--- config.mk ---
export PLATFORM = sky130hd
export DESIGN_NAME = dsm3_frac_mod
export DESIGN_NICKNAME = d
export VERILOG_FILES = /design/src/rtl/dsm_pkg.sv /design/src/rtl/dsm_acc_stage.sv /design/src/rtl/dsm_carry_align.sv /design/src/rtl/dsm_combine.sv /design/src/rtl/dsm3_frac_mod.sv
export SDC_FILE = /design/constraint.sdc
export NUM_CORES = 1
export LEC_CHECK = 0
export BUFFER_PORTS_ARGS = -buffer_cell sky130_fd_sc_hd__buf_2
export CAP_MARGIN = 20
export CORE_ASPECT_RATIO = 0.7
export CORE_MARGIN = 2
export CORE_UTILIZATION = 38
export CTS_CLUSTER_SIZE = 16
export DETAILED_ROUTE_END_ITERATION = 6
export PLACE_DENSITY_LB_ADDON = 0.08
export SLEW_MARGIN = 30
export SYNTH_ARGS = -nofsm -noshare
export SYNTH_HDL_FRONTEND = slang
export SYNTH_HIERARCHICAL = 1
export SYNTH_SLANG_ARGS = --single-unit
--- constraint.sdc ---
create_clock -name clk -period 6.1 [get_ports clk]
set_clock_uncertainty 0.15 [all_clocks]
set_input_delay 0.61 -clock clk [delete_from_list [all_inputs] [get_ports clk]]
set_output_delay 0.61 -clock clk [all_outputs]
set_load 0.03 [all_outputs]
--- src/rtl/dsm_pkg.sv ---
package dsm_pkg;
   localparam int DSM_ORDER   = 3;
   localparam int DSM_OFS_MIN = -3;
   localparam int DSM_OFS_MAX = 4;

   // delay needed on a stage's carry so all three carries meet the same sample
   function automatic int carry_lag(input int stage);
      return DSM_ORDER - 1 - stage;
   endfunction
endpackage

--- src/rtl/dsm_acc_stage.sv ---
module dsm_acc_stage #(
   parameter int W = 20
) (
   input  logic         clk,
   input  logic         rst_n,
   input  logic         clr_i,
   input  logic [W-1:0] add_i,
   output logic [W-1:0] resid_o,
   output logic         carry_o
);
   logic [W:0] sum;

   assign sum = {1'b0, resid_o} + {1'b0, add_i};

   always_ff @(posedge clk or negedge rst_n) begin
      if (!rst_n) begin
         resid_o <= '0;
         carry_o <= 1'b0;
      end else if (clr_i) begin
         resid_o <= '0;
         carry_o <= 1'b0;
      end else begin
         resid_o <= sum[W-1:0];
         carry_o <= sum[W];
      end
   end
endmodule

--- src/rtl/dsm_carry_align.sv ---
module dsm_carry_align #(
   parameter int DEPTH = 1
) (
   input  logic clk,
   input  logic rst_n,
   input  logic clr_i,
   input  logic d_i,
   output logic q_o
);
   generate
      if (DEPTH == 0) begin : g_pass
         assign q_o = d_i;
      end else begin : g_dly
         logic [DEPTH-1:0] line;
         always_ff @(posedge clk or negedge rst_n) begin
            if (!rst_n)     line <= '0;
            else if (clr_i) line <= '0;
            else if (DEPTH == 1) line <= d_i;
            else            line <= {line[(DEPTH>1 ? DEPTH-2 : 0):0], d_i};
         end
         assign q_o = line[DEPTH-1];
      end
   endgenerate
endmodule

--- src/rtl/dsm_combine.sv ---
module dsm_combine #(
   parameter int OUT_W = 4
) (
   input  logic                    clk,
   input  logic                    rst_n,
   input  logic                    clr_i,
   input  logic                    c1_i,
   input  logic                    c2_i,
   input  logic                    c3_i,
   output logic signed [OUT_W-1:0] ofs_o
);
   logic                    c2_h;
   logic                    c3_h1, c3_h2;
   logic signed [OUT_W-1:0] v1, v2, v2h, v3, v3h1, v3h2, y;

   assign v1   = OUT_W'(c1_i);
   assign v2   = OUT_W'(c2_i);
   assign v2h  = OUT_W'(c2_h);
   assign v3   = OUT_W'(c3_i);
   assign v3h1 = OUT_W'(c3_h1);
   assign v3h2 = OUT_W'(c3_h2);

   // first difference of c2, second difference of c3
   assign y = v1 + (v2 - v2h) + (v3 - (v3h1 <<< 1) + v3h2);

   always_ff @(posedge clk or negedge rst_n) begin
      if (!rst_n) begin
         c2_h  <= 1'b0;
         c3_h1 <= 1'b0;
         c3_h2 <= 1'b0;
         ofs_o <= '0;
      end else if (clr_i) begin
         c2_h  <= 1'b0;
         c3_h1 <= 1'b0;
         c3_h2 <= 1'b0;
         ofs_o <= '0;
      end else begin
         c2_h  <= c2_i;
         c3_h1 <= c3_i;
         c3_h2 <= c3_h1;
         ofs_o <= y;
      end
   end
endmodule

--- src/rtl/dsm3_frac_mod.sv ---
module dsm3_frac_mod #(
   parameter int FRAC_W = 20,
   parameter int OUT_W  = 4
) (
   input  logic                    clk,
   input  logic                    rst_n,
   input  logic [FRAC_W-1:0]       frac_i,
   input  logic                    enable_i,
   input  logic                    int_mode_i,
   output logic signed [OUT_W-1:0] offset_o
);
   import dsm_pkg::*;

   localparam int NST = DSM_ORDER;

   generate
      if (FRAC_W < 4 || FRAC_W > 48) begin : g_bad_frac
         $error("dsm3_frac_mod: FRAC_W must lie in 4..48");
      end
      if (OUT_W < 4) begin : g_bad_out
         $error("dsm3_frac_mod: OUT_W must be at least 4 to hold -3..+4");
      end
   endgenerate

   logic              clr;
   logic [FRAC_W-1:0] frac_q;
   logic [FRAC_W-1:0] resid [NST];
   logic              carry [NST];
   logic              carry_al [NST];

   assign clr = ~enable_i | int_mode_i;

   // sample boundary: the fraction enters the cascade only through this register
   always_ff @(posedge clk or negedge rst_n) begin
      if (!rst_n)   frac_q <= '0;
      else if (clr) frac_q <= '0;
      else          frac_q <= frac_i;
   end

   generate
      for (genvar g = 0; g < NST; g++) begin : g_stage
         logic [FRAC_W-1:0] stage_in;
         if (g == 0) begin : g_first
            assign stage_in = frac_q;
         end else begin : g_next
            assign stage_in = resid[g-1];
         end

         dsm_acc_stage #(.W(FRAC_W)) u_acc (
            .clk     (clk),
            .rst_n   (rst_n),
            .clr_i   (clr),
            .add_i   (stage_in),
            .resid_o (resid[g]),
            .carry_o (carry[g])
         );

         dsm_carry_align #(.DEPTH(carry_lag(g))) u_align (
            .clk   (clk),
            .rst_n (rst_n),
            .clr_i (clr),
            .d_i   (carry[g]),
            .q_o   (carry_al[g])
         );
      end
   endgenerate

   dsm_combine #(.OUT_W(OUT_W)) u_comb (
      .clk   (clk),
      .rst_n (rst_n),
      .clr_i (clr),
      .c1_i  (carry_al[0]),
      .c2_i  (carry_al[1]),
      .c3_i  (carry_al[2]),
      .ofs_o (offset_o)
   );
endmodule

Word-level counts from Yosys, hierarchy flattened
Index checks and enable logic that the tools add are counted.

storage, ports and cells
  input bits = 24
  bits in registers = 93
  output and inout port bits = 4

operators by class
  mux-type cells = 13
  bitwise operators = 2
  $add $sub $neg = 8

operators with widths
  kind            number
  $mux 20         4
  $add 20x20->21  3
  $mux 1          7
  $add 2x4->4     1
  $add 4x2->4     1
  $add 4x4->4     1
  $mux 4          1
  $sub 1x2->3     1
  $mux 2          1
  $sub 1x1->2     1
  $not 1->1       1
  $or 1x1->1      1

Depth between registers and ports, before layout
  word-level depth = 4
  depth in mapped cells = 8
  depth with buffers taken out = 8

Hierarchy
Netlist, hierarchy kept.

modules (own cells, without submodules)
  module                                 instances  sequential area each (µm²)  area each (µm²)  cells each
  dsm_acc_stage at g_stage[0].u_acc ...  2          525.5                       1714.1           183
  dsm_acc_stage at g_stage[2].u_acc      1          525.5                       1614.0           181
  dsm3_frac_mod                          1          500.5                       719.4            45
  dsm_combine                            1          175.2                       367.9            29
  dsm_carry_align at g_stage[0].u_align  1          50.0                        62.6             4
  dsm_carry_align at g_stage[1].u_align  1          25.0                        38.8             2
  dsm_carry_align at g_stage[2].u_align  1          0.0                         7.5              1

Least setup slack after synthesis
Ideal clock, no wire load.

  kind = register to register
  start = register g_stage[1].u_acc.resid_o[0]
  end = register g_stage[2].u_acc.resid_o[16]
  stages on the path, launching flop included = 9
  period minus slack after synthesis = 2.559 ns
  library setup time = 0.125 ns
  path slack = 3.541 ns
  arrival time = 2.284 ns
  cell sequence = dfrtp_1 > ha_1 > fa_1 > a21o_1 > a221oi_2 > o31ai_2 > a21bo_1 > o22a_1 > mux2_4

between the ends
  cells in the longest elaborated chain, start to end = 2

ends and longest elaborated chain
  what                    RTL line             source
  from (decl)             dsm_acc_stage.sv:8   output logic [W-1:0] resid_o,
  from (signal assigned)  dsm_acc_stage.sv:23  resid_o <= sum[W-1:0];
  $add 20x20->21          dsm_acc_stage.sv:13  assign sum = {1'b0, resid_o} + {1'b0, add_i};
  $mux 20                 dsm_acc_stage.sv:19  end else if (clr_i) begin
  to (signal assigned)    dsm_acc_stage.sv:23
  to (decl)               dsm_acc_stage.sv:8

No other way between the ends.

Worst setup path in the final report
Same ends and word-level chain as after synthesis.

==> impl_metrics.toml <==
[critical_path]
path_class = "flip-flop to flip-flop"
r2r_cells = 8
critPathCaptureType = "flip-flop"
r2r_start = "g_stage[1].u_acc/resid_o[0]$_DFF_PN0_"
r2r-end = "g_stage[2].u_acc/resid_o[16]$_DFF_PN0_"
cp_cell_sequence = "ha_1 > fa_1 > a21o_1 > a221oi_2 > o31ai_2 > a21bo_1 > o22a_1 > mux2_4"
cp-start-kind = "flip-flop"
cp_num_buf_inv = 0
max_stage_delay_ps = 420
arrival_ps = 2930
worst-path-max-fanout = 4
worst_ep_required_time_ps = 6190
critPathSlowestCell = "fa_1"
r2r_slack_ps = 3260
cpLargestDelayFamily = "compound AO/OA/AOI/OAI gates"

[timing]
relSlewSlack_pct = 43.1
max_freq_mhz = 352
rsz0062_at_grt = "no"
tightest_slew_ps = 853
tns_ps = 0
fin_crit_sh_pct = 46.6
hold_slack_ps = 31.1
setup_viol = 0
setup_slack_ps = 3260
drv_slew = 0
finalHoldViolCount = 0
period_needed_ps = 2840

[pwr]
power_density_nw_per_um2 = 198
clockPowerShare_pct = 45.3
power_leakage_nw = 3.41
swShare_pct = 23.9
p_sw_mw = 0.324
pwr-share-seq_pct = 46.9
ir_drop_v = 0.000153
p_int_mw = 1.03
power_frac_comb_pct = 7.8

[route]
drt-initial-drc-count = 220
drt_wl_total_um = 14300
dr_wl_met3_um = 452
via_count = 4639
wl_met1_um = 7790
first_pass_iters = 4
wl_met2_um = 5870
route.antenna.remaining_nets = 0
route.top_layer_used = "met4"
route.detailed.drc = 0
wl_per_cell_um = 16.3
vias_per_cell = 5.30

[finish]
stdcell_count = 876
final_area_um2 = 6860
seq_area_um2 = 2330
drive_gt1_share_pct = 12.1
final_cell_mix = "dfrtp_1, nor2_1, ha_1"
final_common_cell = "dfrtp_1"
multi_input_area_um2 = 3730
fill_cells = 1627
diodes = 0
syn2layout_area_growth_pct = 9.97
nNetsFinal = 740

[logic_synthesis]
syn_nets = 722
synth_area_um2 = 6240
synth_edf_count = 0
yosys.area_share.simple_pct = 17.9
avgSynthCellArea_um2 = 9.93
synthArstFlopShare_pct = 100
synth_top_family_by_area = "compound AO/OA/AOI/OAI gates"
ys_ff_latch = 93
syn_inst = 628
synth_compound_area_share_pct = 20.2
yosys.area_share.xor_xnor_pct = 5.19
synth_warnings = 6
muxShareOfSynthArea_pct = 1.83
synth_seq_area_share_pct = 37.3
synth_fa_ha_area_share_pct = 14.6
synth_cell_type_count = 63
synth_ff_type = "dfrtp_1"

[place]
finalWeightedCongestion = 0.877
placed_cells = 860
dpl_cell_area_um2 = 6540
dp_hpwl_um = 10900
io_buffers = 27
pre_cts_slack_ps = 2930

[floorplanning]
die_height_um = 111
die_x_um = 157
start_util_pct = 38.5
die-area_um2 = 17500
io-pin-count = 28
core_area_um2 = 16200
rows = 39

[clock_network]
cts_setup_buffers = 0
numCtsBuffers = 9
cts_resized = 0
insertion_delay_ps = 340
root_buffer = "clkbuf_16"
clock_path_buffers = 2
cts_sinks = 93
cts.hold.buffers_added = 0
cts_tree = "done"
path_clk_slew_ps = 70
h-tree-depth = 3

[global_route]
grt_pass1_vias = 4712
gr-total-overflow = 0
grt_start_max_net_pins = 65
antenna_found_initial = 0
grt_pass1_wl_um = 24300
grt_usage_pct = 17.6

[status]
status = "complete, no violations"

[min_path]
hold_class = "input port to asynchronous set/reset pin"

[flow_run]
cap_violations = 0
[cell usage after synthesis, types with 6 or more instances]
cell type,n,share of area (%)
a211oi_1,9,1.1
a21o_1,21,2.5
a31oi_1,6,0.60
and3b_1,22,3.1
inv_1,12,0.72
nand4_1,10,1.0
dfrtp_1,93,37
nor2_1,74,4.5
nand3_1,6,0.48
xor2_1,17,2.4
ha_1,65,13
nor2b_1,23,2.3
o21ai_0,27,2.2
nand2_1,38,2.3
nor3_1,13,1.0
o21a_1,14,1.7
a21oi_1,43,3.4
clkbuf_1,7,0.42
xnor2_1,20,2.8
[layer usage]
metal,track usage (%),vias up
met4,4.36,0
met2,25.4,62
li1,-,2326
met5,0,-
met3,3.40,12
met1,26.9,2239
[power groups by stage]
stage,combinational [mW],clock [mW],sequential (mW)
3_3_place_gp,0.104,0,0.649
6_report,0.105,0.614,0.636
3_5_place_dp,0.106,0,0.648
2_1_floorplan,0.0734,0,0.645
5_1_grt,0.120,0.663,0.637
4_1_cts,0.107,0.640,0.636
[worst max-delay path by stage]
stage	startpoint	end	slack (ps)	depth (start not counted)
6_report	g_stage[1].u_acc/resid_o[0]$_DFF_PN0_	g_stage[2].u_acc/resid_o[16]$_DFF_PN0_	3260	8
5_1_grt	int_mode_i	g_stage[1].u_acc/resid_o[19]$_DFF_PN0_	3110	7
4_1_cts	g_stage[1].u_acc/resid_o[0]$_DFF_PN0_	g_stage[2].u_acc/resid_o[16]$_DFF_PN0_	3240	8
3_5_place_dp	int_mode_i	g_stage[1].u_acc/resid_o[19]$_DFF_PN0_	2930	7
3_3_place_gp	int_mode_i	g_stage[1].u_acc/resid_o[19]$_DFF_PN0_	2990	7
2_1_floorplan	g_stage[1].u_acc/resid_o[0]$_DFF_PN0_	g_stage[2].u_acc/resid_o[16]$_DFF_PN0_	3540	8
[worst reg2reg max path: cells and delay by family, from the launching register on]
kind,cells,cell delay (ps)
adders and majority gates,2,660
DFF,1,390
muxes,1,300
AOI/OAI and AO/OA,5,1230
[sequential cells by signal, indices dropped and copies added, names as in the netlist, 2 cells and up]
signal and count:
frac_q 20, g_stage.u_acc/carry_o 3, g_stage.u_acc/resid_o 60, g_stage.u_align/g_dly.line 2, u_comb/ofs_o 4
[cell type report]
| type | instances | share of cell area, % |
|---|---|---|
| Clock buffer | 10 | 3.34 |
| Clock inverter | 6 | 1.39 |
| Inverter | 12 | 0.657 |
| Multi-Input combinational cell | 501 | 54.4 |
| Sequential cell | 93 | 33.9 |
| Tap cell | 225 | 4.10 |
| Timing Repair Buffer | 29 | 2.23 |
[cells by family after synthesis]
| group | after synthesis |
|---|---|
| buffers and inverters | 34 |
| adder cells (fa/ha/maj) | 70 |
| flip-flops | 93 |
| XOR/XNOR | 37 |
| AND/OR/NAND/NOR | 213 |
| multiplexers | 10 |
| AO/OA/AOI/OAI | 171 |
[per-stage QoR]
stage,power (mW),utilization [%]
final,1.36,42.3
after global routing,1.42,42.3
after CTS,1.38,42.3
after detailed placement,0.755,40.3
after global placement,0.752,40.3
after floorplan,0.718,-
(Power assumes the default switching activity.)
